===== config.mk =====
export PLATFORM = sky130hd
export DESIGN_NAME = migsel_top
export DESIGN_NICKNAME = d
export VERILOG_FILES = /design/src/rtl/migsel_pkg.sv /design/src/rtl/migsel_datapath.sv /design/src/rtl/migsel_control.sv /design/src/rtl/migsel_top.sv
export SDC_FILE = /design/constraint.sdc
export NUM_CORES = 2
export LEC_CHECK = 0
export BUFFER_PORTS_ARGS = -buffer_cell sky130_fd_sc_hd__buf_2
export CORE_UTILIZATION = 50
export DETAILED_ROUTE_END_ITERATION = 16
export GPL_TIMING_DRIVEN = 0
export PLACE_DENSITY = 0.7
export SLEW_MARGIN = 5
export SYNTH_ARGS = -nofsm -noshare
export SYNTH_HDL_FRONTEND = slang
export SYNTH_SLANG_ARGS = --single-unit
export TNS_END_PERCENT = 5

===== constraint.sdc =====
create_clock -name clk -period 11.2 [get_ports clk]
set_clock_uncertainty 0.2 [all_clocks]
set_input_delay 2.24 -clock clk [delete_from_list [all_inputs] [get_ports clk]]
set_output_delay 2.24 -clock clk [all_outputs]
set_load 0.1 [all_outputs]

===== src/rtl/migsel_pkg.sv =====
package migsel_pkg;
  // Strobes from the sequencer into the datapath.
  typedef struct packed {
    logic snap;           // take the decision, clear counters
    logic accept;         // a command was accepted this cycle
    logic acceptPromote;  // direction of the accepted command
  } ctrl_strobe_t;
endpackage


===== src/rtl/migsel_datapath.sv =====
module migsel_datapath
  import migsel_pkg::*;
#(
  parameter int NUM_PAGES  = 8,
  parameter int FAST_SLOTS = 3,
  parameter int CNT_W      = 8,
  parameter bit RISK_AWARE = 1'b1
) (
  input  logic                             clk,
  input  logic                             rstN,
  input  logic                             accValid,
  input  logic [$clog2(NUM_PAGES)-1:0]     accPage,
  input  logic                             accWrite,
  input  logic [CNT_W-1:0]                 riskLimit,
  input  ctrl_strobe_t                     strobe,
  input  logic [$clog2(NUM_PAGES)-1:0]     strobePage,
  output logic [NUM_PAGES-1:0]             demMask,
  output logic [NUM_PAGES-1:0]             proMask,
  output logic [NUM_PAGES-1:0]             tierVec
);
  localparam int PAGE_W = $clog2(NUM_PAGES);
  localparam int HOT_W  = CNT_W + 1;
  localparam int RISK_W = 2 * CNT_W;
  localparam int RANK_W = $clog2(NUM_PAGES + 1);
  localparam logic [CNT_W-1:0] CNT_MAX = {CNT_W{1'b1}};

  logic [NUM_PAGES-1:0] hitVec;
  logic [HOT_W-1:0]     hot [NUM_PAGES];
  logic [NUM_PAGES-1:0] risky;
  logic [NUM_PAGES-1:0] cand;
  logic [NUM_PAGES-1:0] select;
  logic [NUM_PAGES-1:0] target;
  logic [NUM_PAGES-1:0] tier;

  function automatic logic [CNT_W-1:0] nextCnt(input logic [CNT_W-1:0] cur,
                                               input logic clr, input logic inc);
    if (clr)                        return CNT_W'(inc);
    else if (inc && cur != CNT_MAX) return cur + 1'b1;
    else                            return cur;
  endfunction

  always_comb begin
    for (int i = 0; i < NUM_PAGES; i++)
      hitVec[i] = accValid && (accPage == PAGE_W'(i));
  end

  generate
    if (RISK_AWARE) begin : g_dual
      logic [CNT_W-1:0] rdCnt [NUM_PAGES];
      logic [CNT_W-1:0] wrCnt [NUM_PAGES];

      always_ff @(posedge clk or negedge rstN) begin
        if (!rstN) begin
          for (int i = 0; i < NUM_PAGES; i++) begin
            rdCnt[i] <= '0;
            wrCnt[i] <= '0;
          end
        end else begin
          for (int i = 0; i < NUM_PAGES; i++) begin
            rdCnt[i] <= nextCnt(rdCnt[i], strobe.snap, hitVec[i] && !accWrite);
            wrCnt[i] <= nextCnt(wrCnt[i], strobe.snap, hitVec[i] && accWrite);
          end
        end
      end

      // Cross-multiplied risk test: wr*wr > limit*rd
      always_comb begin
        for (int i = 0; i < NUM_PAGES; i++) begin
          logic [RISK_W-1:0] wrSq;
          logic [RISK_W-1:0] bound;
          wrSq     = RISK_W'(wrCnt[i]) * RISK_W'(wrCnt[i]);
          bound    = RISK_W'(riskLimit) * RISK_W'(rdCnt[i]);
          risky[i] = wrSq > bound;
          hot[i]   = HOT_W'(rdCnt[i]) + HOT_W'(wrCnt[i]);
        end
      end
    end else begin : g_single
      logic [CNT_W-1:0] totCnt [NUM_PAGES];

      always_ff @(posedge clk or negedge rstN) begin
        if (!rstN) begin
          for (int i = 0; i < NUM_PAGES; i++) totCnt[i] <= '0;
        end else begin
          for (int i = 0; i < NUM_PAGES; i++)
            totCnt[i] <= nextCnt(totCnt[i], strobe.snap, hitVec[i]);
        end
      end

      always_comb begin
        for (int i = 0; i < NUM_PAGES; i++) begin
          hot[i]   = HOT_W'(totCnt[i]);
          risky[i] = 1'b0;
        end
      end
    end
  endgenerate

  // Rank each eligible page by how many eligible pages beat it.
  always_comb begin
    for (int i = 0; i < NUM_PAGES; i++) begin
      logic [RANK_W-1:0] beaten;
      cand[i] = (hot[i] != '0) && !risky[i];
      beaten  = '0;
      for (int j = 0; j < NUM_PAGES; j++) begin
        if (j != i && (hot[j] != '0) && !risky[j] &&
            ((hot[j] > hot[i]) || ((hot[j] == hot[i]) && (j < i))))
          beaten = beaten + 1'b1;
      end
      select[i] = cand[i] && (beaten < RANK_W'(FAST_SLOTS));
    end
  end

  always_ff @(posedge clk or negedge rstN) begin
    if (!rstN) begin
      target <= '0;
      tier   <= '0;
    end else begin
      if (strobe.snap) target <= select;
      if (strobe.accept) tier[strobePage] <= strobe.acceptPromote;
    end
  end

  assign demMask = tier & ~target;
  assign proMask = ~tier & target;
  assign tierVec = tier;
endmodule


===== src/rtl/migsel_control.sv =====
module migsel_control
  import migsel_pkg::*;
#(
  parameter int NUM_PAGES = 8
) (
  input  logic                         clk,
  input  logic                         rstN,
  input  logic                         intervalTick,
  input  logic                         cmdReady,
  input  logic [NUM_PAGES-1:0]         demMask,
  input  logic [NUM_PAGES-1:0]         proMask,
  output logic                         cmdValid,
  output logic [$clog2(NUM_PAGES)-1:0] cmdPage,
  output logic                         cmdPromote,
  output logic                         intervalDone,
  output ctrl_strobe_t                 strobe
);
  localparam int PAGE_W = $clog2(NUM_PAGES);

  typedef enum logic {ST_IDLE, ST_ISSUE} state_t;
  state_t state;

  function automatic logic [PAGE_W-1:0] lowIdx(input logic [NUM_PAGES-1:0] m);
    logic [PAGE_W-1:0] r;
    r = '0;
    for (int k = NUM_PAGES - 1; k >= 0; k--)
      if (m[k]) r = PAGE_W'(k);
    return r;
  endfunction

  logic anyDem;
  logic anyPro;

  always_comb begin
    anyDem     = |demMask;
    anyPro     = |proMask;
    cmdValid   = (state == ST_ISSUE) && (anyDem || anyPro);
    cmdPromote = !anyDem;
    cmdPage    = anyDem ? lowIdx(demMask) : lowIdx(proMask);
    strobe.snap          = (state == ST_IDLE) && intervalTick;
    strobe.accept        = cmdValid && cmdReady;
    strobe.acceptPromote = cmdPromote;
  end

  always_ff @(posedge clk or negedge rstN) begin
    if (!rstN) begin
      state        <= ST_IDLE;
      intervalDone <= 1'b0;
    end else begin
      intervalDone <= 1'b0;
      case (state)
        ST_IDLE:  if (intervalTick) state <= ST_ISSUE;
        ST_ISSUE: if (!cmdValid) begin
                    state        <= ST_IDLE;
                    intervalDone <= 1'b1;
                  end
        default:  state <= ST_IDLE;
      endcase
    end
  end
endmodule


===== src/rtl/migsel_top.sv =====
module migsel_top
  import migsel_pkg::*;
#(
  parameter int NUM_PAGES  = 8,
  parameter int FAST_SLOTS = 3,
  parameter int CNT_W      = 8,
  parameter bit RISK_AWARE = 1'b1
) (
  input  logic                         clk,
  input  logic                         rstN,
  input  logic                         accValid,
  input  logic [$clog2(NUM_PAGES)-1:0] accPage,
  input  logic                         accWrite,
  input  logic [CNT_W-1:0]             riskLimit,
  input  logic                         intervalTick,
  input  logic                         cmdReady,
  output logic                         cmdValid,
  output logic [$clog2(NUM_PAGES)-1:0] cmdPage,
  output logic                         cmdPromote,
  output logic                         intervalDone
);
  ctrl_strobe_t         strobe;
  logic [NUM_PAGES-1:0] demMask;
  logic [NUM_PAGES-1:0] proMask;
  logic [NUM_PAGES-1:0] tierVec;

  migsel_datapath #(
    .NUM_PAGES(NUM_PAGES), .FAST_SLOTS(FAST_SLOTS),
    .CNT_W(CNT_W), .RISK_AWARE(RISK_AWARE)
  ) u_dp (
    .clk(clk), .rstN(rstN), .accValid(accValid), .accPage(accPage),
    .accWrite(accWrite), .riskLimit(riskLimit), .strobe(strobe),
    .strobePage(cmdPage), .demMask(demMask), .proMask(proMask),
    .tierVec(tierVec)
  );

  migsel_control #(.NUM_PAGES(NUM_PAGES)) u_ctl (
    .clk(clk), .rstN(rstN), .intervalTick(intervalTick), .cmdReady(cmdReady),
    .demMask(demMask), .proMask(proMask), .cmdValid(cmdValid),
    .cmdPage(cmdPage), .cmdPromote(cmdPromote), .intervalDone(intervalDone),
    .strobe(strobe)
  );
endmodule


==> qor.yml <==
timing.setup.critical_path_class: "input port to register"
start_util: 0.508
min_path_type: "register to register"
drc: 0
cp_slowest_cell: "fa_1"
grtUsageTotal: 0.283
arrival_ns: 11.29
tritoncts: "yes"
yosysWarnings: 0
worst_pin_slew_ns: 1.51
vias: 42300
clock-sinks: 146
wl_per_cell_um: 19.2
cp-end-kind: "register"
rsz0062_at_grt: "true"
dieWidth_um: 319
place_ws_ns: -2.54
finalSetupViolations: 0
reg2reg_depth: 42
drv_cap: 1
routabilityCongestion: 0.958
ff2ff_setup_slack_ns: 1.03
critPathLaunchType: "input port"
rows: 115
r2r-start: "u_dp.g_dual.wrCnt[44]"
ant_nets: 0
grt_max_degree: 82
grt_pass1_wl_um: 228000
nets: 7622
coreArea_mm2: 0.0990
clockRootBuffer: "clkbuf_16"
place_hpwl_um: 113000
violations: "max-capacitance violations, max-slew violations"
synthMostInstantiatedCell: "ha_1"
fin_crit_sh: 0.988
overflow: 0
cts_max_level: 4
clockBufferDepth: 2
peakVddDrop_uv: 226
yosys.area.top_type_share: 0.256
cp_max_fo: 10
ys_types: 101
hold_path_startpoint: "u_dp.target[5]"
drt_iter0_drc: 3211
die_h_um: 319
clk_pin_slew_worst_paths_ns: 0.08
synth_edf_count: 0
cts_hold_buffers: 0
syn_to_final_growth_pct: 7.72
routed_wl_um: 142000
async_reset_ff_frac: 1.00
synth_seq_area_share: 0.0727
hold_depth: 2
finalHoldViolCount: 0
drive_gt1_frac: 0.0565
synthTopCellsByArea: "ha_1, fa_1, inv_1, dfrtp_1, and2_1"
min_to: "u_dp.target[5]"
post-route-min-period_ns: 11.07
drv_slew: 10
fmax_mhz: 90.4
ys_ff_latch: 146
numCtsBuffers: 17
antenna_found_initial: 7
grt_pass1_vias: 42900
syn_avg_cell_area_um2: 8.39
netlist_area_mm2: 0.0503
cp.required_ns: 11.43
yosysTopAreaCell: "ha_1"
post_drt_via_cell_ratio: 5.73
slowest_delay_ns: 0.56
dieArea_mm2: 0.102
clk_latency_ns: 0.53
ioPinCount: 23
power_leakage_nw: 29.1
power_density_mw_per_mm2: 131
status: "finished, violations left"
tns_ns: 0
synthFlopType: "dfrtp_1"
relSlewSlack: -0.00389
synthCells: 5992
post-route-util: 0.547
first_pass_iters: 6
setup_ws_ns: 0.133
synth_common_cells: "ha_1, inv_1, fa_1"
r2r-end: "u_dp.target[7]"
port-buffer-count: 14
fillers: 9021
cpMostUsedCell: "ha_1"
-- where the power goes --
group / total [W] / leakage [nW] / switching, W / internal (W)
registers: 0.000668 / 2.01 / 0.0000932 / 0.000575
clock network: 0.000627 / 0.281 / 0.000309 / 0.000318
logic: 0.00579 / 26.8 / 0.00338 / 0.00240
-- worst max-delay path by stage --
stage	endpoint	startpoint	slack (ns)	depth (start not counted)
floorplan	u_dp.target[1]	riskLimit[2]	0.003	42
global placement	u_dp.target[6]	riskLimit[3]	-2.45	44
detailed placement	u_dp.target[6]	riskLimit[3]	-2.54	44
CTS	u_dp.target[5]	riskLimit[1]	-0.06	42
global route	u_dp.target[5]	riskLimit[1]	-0.13	43
finish	u_dp.target[3]	riskLimit[6]	0.13	42
-- layout make-up --
type	count	area, µm²	share of cell area
plain buffers	178	1050	0.0194
clock inverters	14	144	0.00266
diodes	4	10.0	0.000185
flip-flops and latches	146	3650	0.0675
repair buffers	63	475	0.00878
clock buffers	18	439	0.00811
well taps	1287	1610	0.0297
multi-input cells	4693	43100	0.796
inverters	981	3680	0.0680
-- stage by stage --
| step | total power [W] | std cells | instance area [µm²] | hold WS (ns) |
|---|---|---|---|---|
| 2_1_floorplan | 0.00431 | 5998 | 50300 | 0.243 |
| 3_3_place_gp | 0.00545 | 7299 | 52000 | 0.291 |
| 3_5_place_dp | 0.00560 | 7300 | 52000 | 0.288 |
| 4_1_cts | 0.00648 | 7343 | 53200 | 0.306 |
| 5_1_grt | 0.00764 | 7380 | 54100 | 0.353 |
| 6_report | 0.00708 | 7384 | 54100 | 0.310 |
-- flip-flops by register name, indices dropped and copies added (netlist names) --
name	cells
u_dp.g_dual.rdCnt	64
u_dp.g_dual.wrCnt	64
u_dp.target	8
u_dp.tierVec	8
u_ctl.intervalDone	1
u_ctl.state	1
-- repair_timing --
item,4_1_cts,5_1_grt
endpoints found under the setup margin,8,8
endpoints found under the hold margin,0,0
pin swaps,15,61
gates resized for setup,140,145
gates cloned,1,0
buffers inserted,11,37
-- metal layers --
layer  global-route usage  share of wire
met1                0.376           0.43
met2                0.451           0.45
met3               0.0509          0.083
met4                0.117          0.042
met5                    0        0.00025
-- kinds of logic (layout without fill, tap and decap cells) --
| group | after synthesis | in the layout | share of synthesized area |
|---|---|---|---|
| adder cells (fa/ha/maj) | 1525 | 1525 | 0.454 |
| multiplexers | 45 | 45 | 0.00951 |
| other | 2 | 12 | 0.000149 |
| AO/OA/AOI/OAI | 930 | 931 | 0.122 |
| buffers and inverters | 1160 | 1254 | 0.0867 |
| AND/OR/NAND/NOR | 1817 | 1817 | 0.188 |
| flip-flops | 146 | 146 | 0.0727 |
| XOR/XNOR | 367 | 367 | 0.0669 |
-- critical path: cells and delay by family --
kind	cells	cell delay [ns]
buffers and inverters	7	1.05
XOR/XNOR	3	0.65
multiplexers	1	0.33
AND/OR/NAND/NOR	10	1.22
AO/OA/AOI/OAI	11	2.19
adder cells (fa/ha/maj)	10	3.58
-- layout by cell type, fill, tap and decap left out, types with 50 or more instances in the layout --
cell      count
and2_1      454
nor3_1       57
nand4_1      78
fa_1        494
o21ai_0     178
buf_4        50
o21bai_1     54
a21oi_1     226
nand2_1     454
o21a_1       64
nor2_1      308
dfrtp_1     146
xnor2_1     219
inv_1       976
xor2_1      122
a21o_1       81
nand3_1     108
clkbuf_1    117
nand2b_1     88
ha_1       1011
nor2b_1      91
No activity file was read; power rests on OpenSTA's default activity.
